**src/rtl/fill_seq_pkg.sv**
```systemverilog
package fill_seq_pkg;
  typedef enum logic {ST_IDLE = 1'b0, ST_BUSY = 1'b1} fill_state_e;
endpackage

```
**src/rtl/fill_seq_ctl.sv**
```systemverilog
module fill_seq_ctl #(
  parameter int LATENCY    = 14,
  parameter int NUM_GROUPS = 4,
  parameter int CNT_W      = 5
) (
  input  logic             clk_i,
  input  logic             rst_ni,
  input  logic             start_i,
  output logic             accept_o,
  output logic             busy_o,
  output logic [CNT_W-1:0] cyc_o,
  output logic             cap_o,
  output logic             done_o
);
  import fill_seq_pkg::*;

  localparam int CAP_FIRST = LATENCY - 1;
  localparam int CAP_LAST  = LATENCY + NUM_GROUPS - 2;
  localparam int END_CYC   = LATENCY + NUM_GROUPS - 1;

  fill_state_e      state_q;
  logic [CNT_W-1:0] cyc_q;
  logic             done_q;
  logic             last_cyc;

  assign accept_o = (state_q == ST_IDLE) && start_i;
  assign last_cyc = (state_q == ST_BUSY) && (cyc_q == CNT_W'(END_CYC));

  always_ff @(posedge clk_i or negedge rst_ni) begin
    if (!rst_ni) begin
      state_q <= ST_IDLE;
      cyc_q   <= '0;
      done_q  <= 1'b0;
    end else begin
      done_q <= last_cyc;
      if (accept_o) begin
        state_q <= ST_BUSY;
        cyc_q   <= '0;
      end else if (last_cyc) begin
        state_q <= ST_IDLE;
        cyc_q   <= '0;
      end else if (state_q == ST_BUSY) begin
        cyc_q <= cyc_q + 1'b1;
      end
    end
  end

  assign busy_o = (state_q == ST_BUSY);
  assign cyc_o  = cyc_q;
  assign cap_o  = busy_o && (cyc_q >= CNT_W'(CAP_FIRST)) && (cyc_q <= CNT_W'(CAP_LAST));
  assign done_o = done_q;
endmodule

```
**src/rtl/fill_seq_issue.sv**
```systemverilog
module fill_seq_issue #(
  parameter int NUM_GROUPS      = 4,
  parameter int BANKS_PER_GROUP = 4,
  parameter int GRP_W           = 2,
  parameter int PIN_W           = 4,
  parameter int BASE_W          = 16,
  parameter int ADDR_W          = 22,
  parameter int CNT_W           = 5,
  localparam int NUM_BANKS      = NUM_GROUPS * BANKS_PER_GROUP
) (
  input  logic                 busy_i,
  input  logic [CNT_W-1:0]     cyc_i,
  input  logic [GRP_W-1:0]     first_grp_i,
  input  logic [BASE_W-1:0]    base_i,
  output logic [NUM_BANKS-1:0] bank_req_o,
  output logic [ADDR_W-1:0]    req_addr_o
);
  logic             req_act;
  logic [GRP_W-1:0] req_grp;

  assign req_act = busy_i && (cyc_i < CNT_W'(NUM_GROUPS));
  assign req_grp = first_grp_i + cyc_i[GRP_W-1:0];

  for (genvar g = 0; g < NUM_GROUPS; g++) begin : g_grp
    assign bank_req_o[g*BANKS_PER_GROUP +: BANKS_PER_GROUP] =
      {BANKS_PER_GROUP{req_act && (req_grp == GRP_W'(g))}};
  end

  assign req_addr_o = req_act ? {base_i, req_grp, {PIN_W{1'b0}}} : '0;
endmodule

```
**src/rtl/fill_seq_write.sv**
```systemverilog
module fill_seq_write #(
  parameter int GRP_W   = 2,
  parameter int GROUP_W = 256
) (
  input  logic               clk_i,
  input  logic               rst_ni,
  input  logic               cap_i,
  input  logic [GRP_W-1:0]   grp_i,
  input  logic [GROUP_W-1:0] rd_data_i,
  output logic               we_o,
  output logic [GRP_W-1:0]   grp_o,
  output logic [GROUP_W-1:0] data_o
);
  always_ff @(posedge clk_i or negedge rst_ni) begin
    if (!rst_ni) begin
      we_o   <= 1'b0;
      grp_o  <= '0;
      data_o <= '0;
    end else begin
      we_o <= cap_i;
      if (cap_i) begin
        grp_o  <= grp_i;
        data_o <= rd_data_i;
      end
    end
  end
endmodule

```
**src/rtl/fill_seq.sv**
```systemverilog
module fill_seq #(
  parameter int PARCEL_W      = 16,
  parameter int GROUP_PARCELS = 16,
  parameter int NUM_GROUPS    = 4,
  parameter int BANK_W        = 64,
  parameter int LATENCY       = 14,
  parameter int ADDR_W        = 22,
  localparam int BLOCK_PARCELS    = GROUP_PARCELS * NUM_GROUPS,
  localparam int OFF_W            = $clog2(BLOCK_PARCELS),
  localparam int GRP_W            = $clog2(NUM_GROUPS),
  localparam int PIN_W            = $clog2(GROUP_PARCELS),
  localparam int BASE_W           = ADDR_W - OFF_W,
  localparam int PARCELS_PER_WORD = BANK_W / PARCEL_W,
  localparam int BANKS_PER_GROUP  = GROUP_PARCELS / PARCELS_PER_WORD,
  localparam int NUM_BANKS        = BANKS_PER_GROUP * NUM_GROUPS,
  localparam int GROUP_W          = BANKS_PER_GROUP * BANK_W,
  localparam int CNT_W            = $clog2(LATENCY + NUM_GROUPS + 1)
) (
  input  logic                 clk_i,
  input  logic                 rst_ni,
  input  logic                 start_i,
  input  logic [BASE_W-1:0]    base_i,
  input  logic [OFF_W-1:0]     offset_i,
  input  logic [GROUP_W-1:0]   rd_data_i,
  output logic [NUM_BANKS-1:0] bank_req_o,
  output logic [ADDR_W-1:0]    req_addr_o,
  output logic                 inhibit_o,
  output logic                 buf_we_o,
  output logic [GRP_W-1:0]     buf_group_o,
  output logic [GROUP_W-1:0]   buf_wdata_o,
  output logic                 done_o
);
  logic             accept, busy, cap;
  logic [CNT_W-1:0] cyc;
  logic [BASE_W-1:0] base_q;
  logic [GRP_W-1:0]  first_q;
  logic [GRP_W-1:0]  wr_grp;

  fill_seq_ctl #(
    .LATENCY(LATENCY), .NUM_GROUPS(NUM_GROUPS), .CNT_W(CNT_W)
  ) u_ctl (
    .clk_i(clk_i), .rst_ni(rst_ni), .start_i(start_i),
    .accept_o(accept), .busy_o(busy), .cyc_o(cyc),
    .cap_o(cap), .done_o(done_o)
  );

  // request context is frozen for the whole fill
  always_ff @(posedge clk_i or negedge rst_ni) begin
    if (!rst_ni) begin
      base_q  <= '0;
      first_q <= '0;
    end else if (accept) begin
      base_q  <= base_i;
      first_q <= offset_i[OFF_W-1 -: GRP_W];
    end
  end

  fill_seq_issue #(
    .NUM_GROUPS(NUM_GROUPS), .BANKS_PER_GROUP(BANKS_PER_GROUP),
    .GRP_W(GRP_W), .PIN_W(PIN_W), .BASE_W(BASE_W),
    .ADDR_W(ADDR_W), .CNT_W(CNT_W)
  ) u_issue (
    .busy_i(busy), .cyc_i(cyc), .first_grp_i(first_q), .base_i(base_q),
    .bank_req_o(bank_req_o), .req_addr_o(req_addr_o)
  );

  // capture slot k sits at cyc = LATENCY-1+k
  assign wr_grp = first_q + GRP_W'(cyc - CNT_W'(LATENCY - 1));

  fill_seq_write #(.GRP_W(GRP_W), .GROUP_W(GROUP_W)) u_write (
    .clk_i(clk_i), .rst_ni(rst_ni), .cap_i(cap), .grp_i(wr_grp),
    .rd_data_i(rd_data_i), .we_o(buf_we_o), .grp_o(buf_group_o),
    .data_o(buf_wdata_o)
  );

  assign inhibit_o = busy;
endmodule

```
**config.mk**
```make
export PLATFORM = sky130hd
export DESIGN_NAME = fill_seq
export DESIGN_NICKNAME = d
export VERILOG_FILES = /design/src/rtl/fill_seq_pkg.sv /design/src/rtl/fill_seq_ctl.sv /design/src/rtl/fill_seq_issue.sv /design/src/rtl/fill_seq_write.sv /design/src/rtl/fill_seq.sv
export SDC_FILE = /design/constraint.sdc
export NUM_CORES = 1
export LEC_CHECK = 0
export BUFFER_PORTS_ARGS = -buffer_cell sky130_fd_sc_hd__buf_2
export CELL_PAD_IN_SITES_DETAIL_PLACEMENT = 1
export CELL_PAD_IN_SITES_GLOBAL_PLACEMENT = 1
export CORE_AREA = 3 3 226 228
export DETAILED_ROUTE_END_ITERATION = 16
export DIE_AREA = 0 0 229 231
export PLACE_DENSITY = 0.61
export SLEW_MARGIN = 25
export SYNTH_ARGS = -nofsm -noshare
export SYNTH_HDL_FRONTEND = slang
export SYNTH_SLANG_ARGS = --single-unit
```
**constraint.sdc**
```tcl
create_clock -name clk_i -period 2.08 [get_ports clk_i]
set_clock_uncertainty 0.2 [all_clocks]
set_input_delay 0.208 -clock clk_i [delete_from_list [all_inputs] [get_ports clk_i]]
set_output_delay 0.208 -clock clk_i [all_outputs]
set_load 0.03 [all_outputs]
```
Word level (Yosys, flattened, before mapping):

Cells that the tools add are included.

* output and inout port bits: 299
* bits in registers: 284
* logic and storage cells: 38

* eq/ne operators: 4
* magnitude comparators: 3
* $add $sub $neg: 4
* muxes and demuxes: 6
* bitwise operators: 1
* reduce and logical (&&, ||, !) cells: 12

Operator list (number)
* 22-bit 2-to-1 mux: 1
* 5-bit 2-to-1 mux: 3
* 1-bit logical AND: 9
* 5-bit by 1-bit adder with 5-bit output (second input constant): 1
* 5-bit == test (second input constant): 1
* 5-bit by 4-bit >= comparator with 1-bit output (second input constant): 1
* 5-bit <= comparator (second input constant): 1
* 5-bit by 3-bit < comparator with 1-bit output (second input constant): 1
* 2-bit adder: 2
* 2-bit == test (second input constant): 2
* 3-bit nonzero test: 1
* 2-bit by 1-bit == test with 1-bit output (second input constant): 1
* 2-bit zero test: 1
* 1-bit 2-to-1 mux: 2
* 2-bit nonzero test: 1
* 2-bit by 1-bit subtractor with 2-bit output (second input constant): 1
* 1-bit inverter: 1

Longest topological paths before layout:

Gate-level depths: netlist of the first run.

* word-level depth: 4
* depth in mapped cells: 8
* depth with buffers taken out: 5

Cells and area by module:

Synthesis of the first run repeated with hierarchy kept, for this count alone.

* cells, all modules: 675
* area, all modules: 11969.0 µm²

Modules (own cells, without submodules)
* fill_seq_write: sequential area each 6481.2 µm², area each 10456.3 µm², cells each 546, instances 1
* fill_seq: sequential area each 450.4 µm², area each 769.5 µm², cells each 43, instances 1
* fill_seq_ctl: sequential area each 175.2 µm², area each 407.9 µm², cells each 41, instances 1
* fill_seq_issue: sequential area each 0.0 µm², area each 335.3 µm², cells each 45, instances 1

Worst setup path before layout of the first run:

No wires, ideal clock.

* kind: reg2out
* start point: reg u_ctl.state_q, in the netlist u_ctl.busy_o
* end point: out bank_req_o[13]
* setup slack: -0.815 ns
* stages on the path, launching flop included: 6
* arrival: 2.487 ns
* required time: 1.672 ns
* cell sequence: dfrtp_1 > clkbuf_1 > nor4b_2 > and2_1 > nor2b_1 > buf_4

* word-level cells in the longest chain between the ends: 2

RTL lines
* start: declaration: line fill_seq_ctl.sv:21 `fill_state_e state_q;`
* start signal: assignment: line fill_seq_ctl.sv:31 `state_q <= ST_IDLE;`
* start signal: assignment: line fill_seq_ctl.sv:37 `state_q <= ST_BUSY;`
* start signal: assignment: line fill_seq_ctl.sv:40 `state_q <= ST_IDLE;`
* 1-bit logical AND: line fill_seq_issue.sv:21 `assign req_act = busy_i && (cyc_i < CNT_W'(NUM_GROUPS));`
* 1-bit logical AND: line fill_seq_issue.sv:26 `{BANKS_PER_GROUP{req_act && (req_grp == GRP_W'(g))}};`
* end: declaration: line fill_seq.sv:25 `output logic [NUM_BANKS-1:0] bank_req_o,`

Every way passes these cells.

Final worst setup path of the first run:

* start point: reg u_ctl.cyc_q[2], in the netlist u_ctl.cyc_o[2]
* end point: out bank_req_o[1]

* word-level cells in the longest chain between the ends: 3

RTL lines
* start: declaration: line fill_seq_ctl.sv:22 `logic [CNT_W-1:0] cyc_q;`
* start signal: assignment: line fill_seq_ctl.sv:43 `cyc_q <= cyc_q + 1'b1;`
* 5-bit by 3-bit < comparator with 1-bit output: line fill_seq_issue.sv:21
* 1-bit logical AND: line fill_seq_issue.sv:21
* 1-bit logical AND: line fill_seq_issue.sv:26

Every way passes these cells.

==> impl_metrics.ini, run 1 <==
[floorplan]
die-area_um2 = 52900
coreArea_um2 = 49050
initial_core_util_pct = 24.67
ios = 580
die_x_um = 229
row_count = 81
die-height_um = 231

[clocking]
cts.path.max_buffers = 3
clkLatencyLatePin_ns = 0.52
cts_buffers = 36
numClockSinks = 284
clock-root-buffer = clkbuf_16
cts_tree = yes
clk_pin_slew_ns = 0.06
htree_levels = 2

[logic_synthesis]
synth.area.mux_share_pct = 32.12
ys_top_cells_by_area = dfrtp_1, mux2_4, mux2_2, buf_12, buf_4
synth-simple-area-share_pct = 2.265
synth.distinct_cells = 37
ys.warnings.count = 0
synth_most_common_cell = dfrtp_1
yosys_register_bits = 284
syn-cell-area_um2 = 12100
synthArstFlopShare_pct = 100.0
synth_flop_cell = dfrtp_1
synth_top_cells_by_count = dfrtp_1, mux2_4, mux2_2, buf_12, buf_4
synth_compound_area_share_pct = 0.7342
synth_edf_count = 0
synthXorXnorAreaFrac_pct = 0.2171
yosysTopAreaCellShare_pct = 58.73
synth_top_area_cell = dfrtp_1
synthAdderAreaFrac_pct = 0.4136
ys_seq_area_share_pct = 58.73
syn_avg_cell_area_um2 = 17.87
synth_top_family_by_area = multiplexers
syn-instance-count = 677

[setup_path]
endpoint_kind = output port
reg2reg_to = u_write.data_o[128]$_DFFE_PN0P_
r2r-start = u_ctl.cyc_o[2]$_DFFE_PN0P_
start_kind = flop
cp_max_fo = 4
arrival_ns = 2.03
crit_required_ns = 1.67
r2r_cells = 9
setup.worst_path.class = flop to output port
r2r_setup_slack_ns = -0.17

[final_layout]
drive_above_1_share_pct = 63.22
syn_to_final_growth_pct = 77.41
final_nets = 1914
final_core_util_pct = 43.76
stdcell_area_um2 = 21470
fillers = 5198

[sta]
slew_viol_final = 0
maxSlewHeadroom_pct = 53.20
rsz0062_at_grt = true
hold_viol = 0
holdWs_ns = 0.2010
fmax_ghz = 0.4105
finalSetupViolCount = 292
worst_pin_slew_ns = 0.6997
fin_crit_ns = 2.436
period_share_pct = 117.1
fin_ws_ns = -0.3558

[flow_run]
max-cap-violations = 0

[placement]
dpl_cell_area_um2 = 15730
pre_cts_ws_ns = -0.1044
io_buffer_count = 571
place_hpwl_mm = 27.58
place.gp.congestion = 0.8051

[global_route]
grt_usage_pct = 18.02
grt_max_degree = 55
use_met2_pct = 33.70
grtUsageMet1_pct = 19.52
grt_pass1_wl_mm = 73.33
busiest_layer = met2
grt_pass1_vias = 11510
grtUsageMet3_pct = 4.381
grt-ovfl-total = 0
antenna_found_initial = 5

[drt]
firstDrtPassIters = 4
wire_per_inst_um = 21.24
vias = 9606
wl_mm = 49.34
dr.first_iter.drc_count = 301
vias_per_cell = 4.135
drc_errors = 0
drtAntennaViolNets = 0

[pwr]
p_switching_mw = 16.62
p_comb_share_pct = 59.7
swShare_pct = 40.77
clkPwrFrac_pct = 15.0
p_leak_nw = 10.47
ir_worst_vdd_mv = 0.8247
intPower_mw = 24.14
power_frac_seq_pct = 25.3
p_per_area_nw_per_um2 = 1899

[status]
status = finished with violations
violations = setup timing

[hold_path]
hold_class = primary input to async pin
## flip-flops by register name, indices dropped and copies added, names as in the netlist
signal / cells
u_write.data_o: 256
base_q: 16
u_ctl.cyc_o: 5
first_q: 2
u_write.grp_o: 2
u_ctl.busy_o: 1
u_ctl.done_o: 1
u_write.we_o: 1
## metal layers
layer  wire, µm  share of wire (%)
met1      18430                 37
met2      26630                 54
met3       2791                5.7
met4       1483                3.0
met5          0                  0
## cell type report
| type | count | area (µm²) | area share (%) |
|---|---|---|---|
| Antenna cell | 6 | 15.01 | 0.06994 |
| Sequential cell | 284 | 7109 | 33.12 |
| Tap cell | 664 | 830.8 | 3.870 |
| Inverter | 4 | 15.01 | 0.06994 |
| Timing Repair Buffer | 962 | 7644 | 35.61 |
| Clock buffer | 55 | 1044 | 4.861 |
| Multi-Input combinational cell | 341 | 4718 | 21.98 |
| Clock inverter | 7 | 91.34 | 0.4255 |
## power by group through the flow
stage | Combinational (mW) | Sequential (mW) | Clock [mW]
2_1_floorplan | 9.41 | 15.1 | 0
3_3_place_gp | 18.8 | 10.0 | 0
3_5_place_dp | 19.0 | 10.1 | 0
4_1_cts | 23.6 | 10.1 | 6.28
5_1_grt | 25.3 | 10.6 | 6.58
6_report | 24.3 | 10.3 | 6.12
## worst max-delay path: stages, from the launching register on
cell and delay (ns):
dfrtp_1 0.40, buf_6 0.14, nor3b_4 0.21, buf_6 0.13, nand2b_4 0.08, nor3b_4 0.22, buf_6 0.17, buf_6 0.14
## cell usage in the layout, fill, tap and decap left out, types with 2 or more instances in the layout
| master | n |
|---|---|
| clkbuf_1 | 13 |
| dfrtp_2 | 2 |
| diode_2 | 6 |
| mux2_2 | 17 |
| clkinv_2 | 3 |
| and3_1 | 2 |
| nor3_4 | 2 |
| bufinv_16 | 2 |
| nor2_1 | 2 |
| buf_16 | 18 |
| buf_6 | 53 |
| dlygate4sd3_1 | 277 |
| clkbuf_8 | 5 |
| mux2i_1 | 2 |
| nor3b_4 | 2 |
| o21ai_0 | 3 |
| clkbuf_16 | 41 |
| buf_12 | 28 |
| buf_2 | 536 |
| buf_8 | 12 |
| dfrtp_1 | 282 |
| nand2_1 | 6 |
| mux2_4 | 257 |
| and2_4 | 18 |
| ha_4 | 3 |
| conb_1 | 4 |
| buf_4 | 34 |
| inv_1 | 3 |
## metrics by stage
| stage | std cells | total power [mW] | TNS, ns |
|---|---|---|---|
| after floorplan | 680 | 24.53 | -0.03687 |
| after global routing | 2322 | 42.54 | -54.01 |
| final | 2323 | 40.76 | -31.67 |
| after global placement | 1909 | 28.84 | -12.28 |
| after CTS | 2307 | 39.92 | -35.48 |
| after detailed placement | 1909 | 29.14 | -17.31 |
## kinds of logic (layout without fill, tap and decap cells)
group,Yosys count,count (layout)
compound gates,10,10
xor+xnor,3,3
fa+ha+maj,4,4
buf+inv,55,1028
flops,284,284
mux,276,276
other cells,1,10
simple gates,44,44
## worst max-delay path by stage
| stage | from | to | slack (ns) | depth (start not counted) |
|---|---|---|---|---|
| after CTS | u_ctl.cyc_o[3]$_DFFE_PN0P_ | bank_req_o[15] | -0.37 | 6 |
| after floorplan | u_ctl.busy_o$_DFFE_PN0P_ | bank_req_o[13] | -0.04 | 5 |
| after global routing | u_ctl.cyc_o[4]$_DFFE_PN0P_ | bank_req_o[15] | -0.46 | 6 |
| after detailed placement | u_ctl.cyc_o[1]$_DFFE_PN0P_ | u_write.data_o[112]$_DFFE_PN0P_ | -0.10 | 7 |
| after global placement | u_ctl.cyc_o[1]$_DFFE_PN0P_ | u_write.data_o[126]$_DFFE_PN0P_ | -0.08 | 7 |
| final | u_ctl.cyc_o[2]$_DFFE_PN0P_ | bank_req_o[1] | -0.36 | 7 |
## timing repair
item	in CTS	in global routing
hold buffers	278	0
gates resized for setup	188	66
pin swaps	20	7
buffers inserted	37	23
gates cloned	21	4
setup endpoints to repair	283	293
endpoints found under the hold margin	564	0
(Power assumes the default switching activity.)
==> run 2: changes to the inputs <==
Settings changed: CORE_AREA 3 3 226 228 to 3 3 225 227, DIE_AREA 0 0 229 231 to 0 0 228 230, PLACE_DENSITY 0.61 to 0.59.
Clock period 2.08 ns to 2.95 ns, I/O delays scaled along.
==> impl_metrics.ini, run 2 (same netlist as run 1, synthesis figures left out) <==
[pwr]
power_frac_seq_pct = 28.8
finalPower_mw = 24.84
clkPwrFrac_pct = 17.6
ir_worst_vdd_mv = 0.5211
p_leak_nw = 9.541
p_per_area_nw_per_um2 = 1278
p_comb_share_pct = 53.7
p_switching_mw = 10.32
intPower_mw = 14.52
swShare_pct = 41.54

[final_layout]
syn_to_final_growth_pct = 60.60
regMostFlops = u_write.data_o
final_nets = 1825
largest_register_ffs = 256
fillers = 5238
drive_above_1_share_pct = 59.58
layout_common_cells = buf_2, dfrtp_1, dlygate4sd3_1, mux2_4, mux2_2
final_common_cell = buf_2

[floorplan]
die-height_um = 230
ios = 580
row_count = 81
die_x_um = 228
coreArea_um2 = 48850
initial_core_util_pct = 24.77
die-area_um2 = 52440

[drt]
drc_errors = 0
firstDrtPassIters = 4
wl_mm = 40.88
vias_per_cell = 4.071
vias = 9078
wire_per_inst_um = 18.33
dr.first_iter.drc_count = 280
drtAntennaViolNets = 0

[global_route]
grt_pass1_wl_mm = 63.42
grt-ovfl-total = 0
grt_max_degree = 76
grt_pass1_vias = 10710
antenna_found_initial = 4
grt_usage_pct = 15.27

[setup_path]
path_depth = 4
critical_path.cell_chain = ha_1 > xnor2_2 > nor3b_2 > buf_2
r2r-start = u_ctl.cyc_o[0]$_DFFE_PN0P_
cp-endpoint = bank_req_o[3]
cp_max_fo = 10
max_stage_delay_ns = 0.50
cp_slowest_cell = dfrtp_1
setup.worst_path.class = flop to output port
r2r_cells = 6
r2r_setup_slack_ns = 0.47
crit_required_ns = 2.46
arrival_ns = 2.26
crit_family = flip-flops
start_kind = flop
crit_buf_inv = 1
reg2reg_to = u_write.data_o[146]$_DFFE_PN0P_
crit_path_start = u_ctl.cyc_o[0]$_DFFE_PN0P_
endpoint_kind = output port

[hold_path]
hold_class = primary input to async pin

[sta]
maxSlewHeadroom_pct = 54.97
setup_tns_ns = 0
rsz0062_at_grt = false
fmax_ghz = 0.3634
holdWs_ns = 0.1795
hold_viol = 0
worst_pin_slew_ns = 0.6754
period_share_pct = 93.29
slew_viol_final = 0
finalSetupViolCount = 0
fin_crit_ns = 2.752

[placement]
place_hpwl_mm = 26.74
io_buffer_count = 571
place.gp.congestion = 0.7866

[clocking]
numClockSinks = 284
cts.path.max_buffers = 3
cts_tree = yes
clock-root-buffer = clkbuf_16
htree_levels = 2
cts_buffers = 35
clk_pin_slew_ns = 0.05
clkLatencyLatePin_ns = 0.52
post-cts-setup-buffers = 0

[status]
status = finished clean

[flow_run]
max-cap-violations = 0
[run 2: cell types whose count changed in the layout (fill, tap and decap cells not counted), sizes merged]
cell / before / now
buf: 681 / 598
bufinv: 2 / 3
clkbuf: 59 / 53
clkinv: 4 / 1
clkinvlp: 1 / 0
diode: 6 / 5
dlygate4sd3: 277 / 276
inv: 4 / 5
[run 2: layout make-up]
cell class	count	area [µm²]	share of cell area, %
diodes	5	12.51	0.06438
multi-input cells	341	4363	22.45
repair buffers	874	5946	30.59
clock buffers	53	1056	5.434
well taps	664	830.8	4.275
flip-flops and latches	284	7107	36.57
clock inverters	5	103.9	0.5344
inverters	4	15.01	0.07726
[run 2: per-layer routing]
metal | vias to the layer above | GRT usage (%) | share of wire, %
li1 | 4068 | - | -
met1 | 4545 | 16.07 | 36
met2 | 366 | 28.35 | 53
met3 | 99 | 4.187 | 6.5
met4 | 0 | 6.807 | 3.7
met5 | - | 0 | 0
[run 2: worst register-to-register path: cells and delay by family, from the launching register on]
family	cells	cell delay [ns]
muxes	1	0.40
buffers and inverters	2	0.64
AOI/OAI and AO/OA	1	0.23
adders and majority gates	1	0.26
and+or+nand+nor	1	0.08
DFF	1	0.55
[run 2: how the worst min path moves through the flow]
stage,startpoint,end,slack (ns),cells after the start
2_1_floorplan,rst_ni,base_q[0]$_DFFE_PN0N_,-0.20,0
3_3_place_gp,rst_ni,u_write.data_o[13]$_DFFE_PN0P_,0.15,1
3_5_place_dp,rst_ni,u_write.data_o[13]$_DFFE_PN0P_,0.15,1
4_1_cts,rst_ni,u_write.data_o[13]$_DFFE_PN0P_,0.17,2
5_1_grt,rst_ni,u_write.data_o[13]$_DFFE_PN0P_,0.22,2
6_report,rst_ni,u_write.data_o[13]$_DFFE_PN0P_,0.18,2
[run 2: repair_timing]
item                                    4_1_cts  5_1_grt
hold buffers                                276        0
hold endpoints to repair                    347        0
endpoints found under the setup margin        4        8
resized for setup                             1        2
[run 2: metrics by stage]
stage	setup WS [ns]	util (%)	instance area (µm²)	std cells
floorplan	0.1743	-	12110	680
global placement	0.4848	31.69	15480	1891
detailed placement	0.4807	31.69	15480	1891
CTS	0.02834	39.73	19410	2225
global route	0.05059	39.78	19430	2229
finish	0.1980	39.78	19430	2230
[run 2: power by group through the flow]
stage               clock network, mW  registers [mW]  logic (mW)
floorplan                           0            10.7        6.46
global placement                    0            7.05        12.9
detailed placement                  0            7.12        13.0
CTS                              4.53            7.11        13.4
global route                     4.70            7.46        14.0
finish                           4.36            7.15        13.3
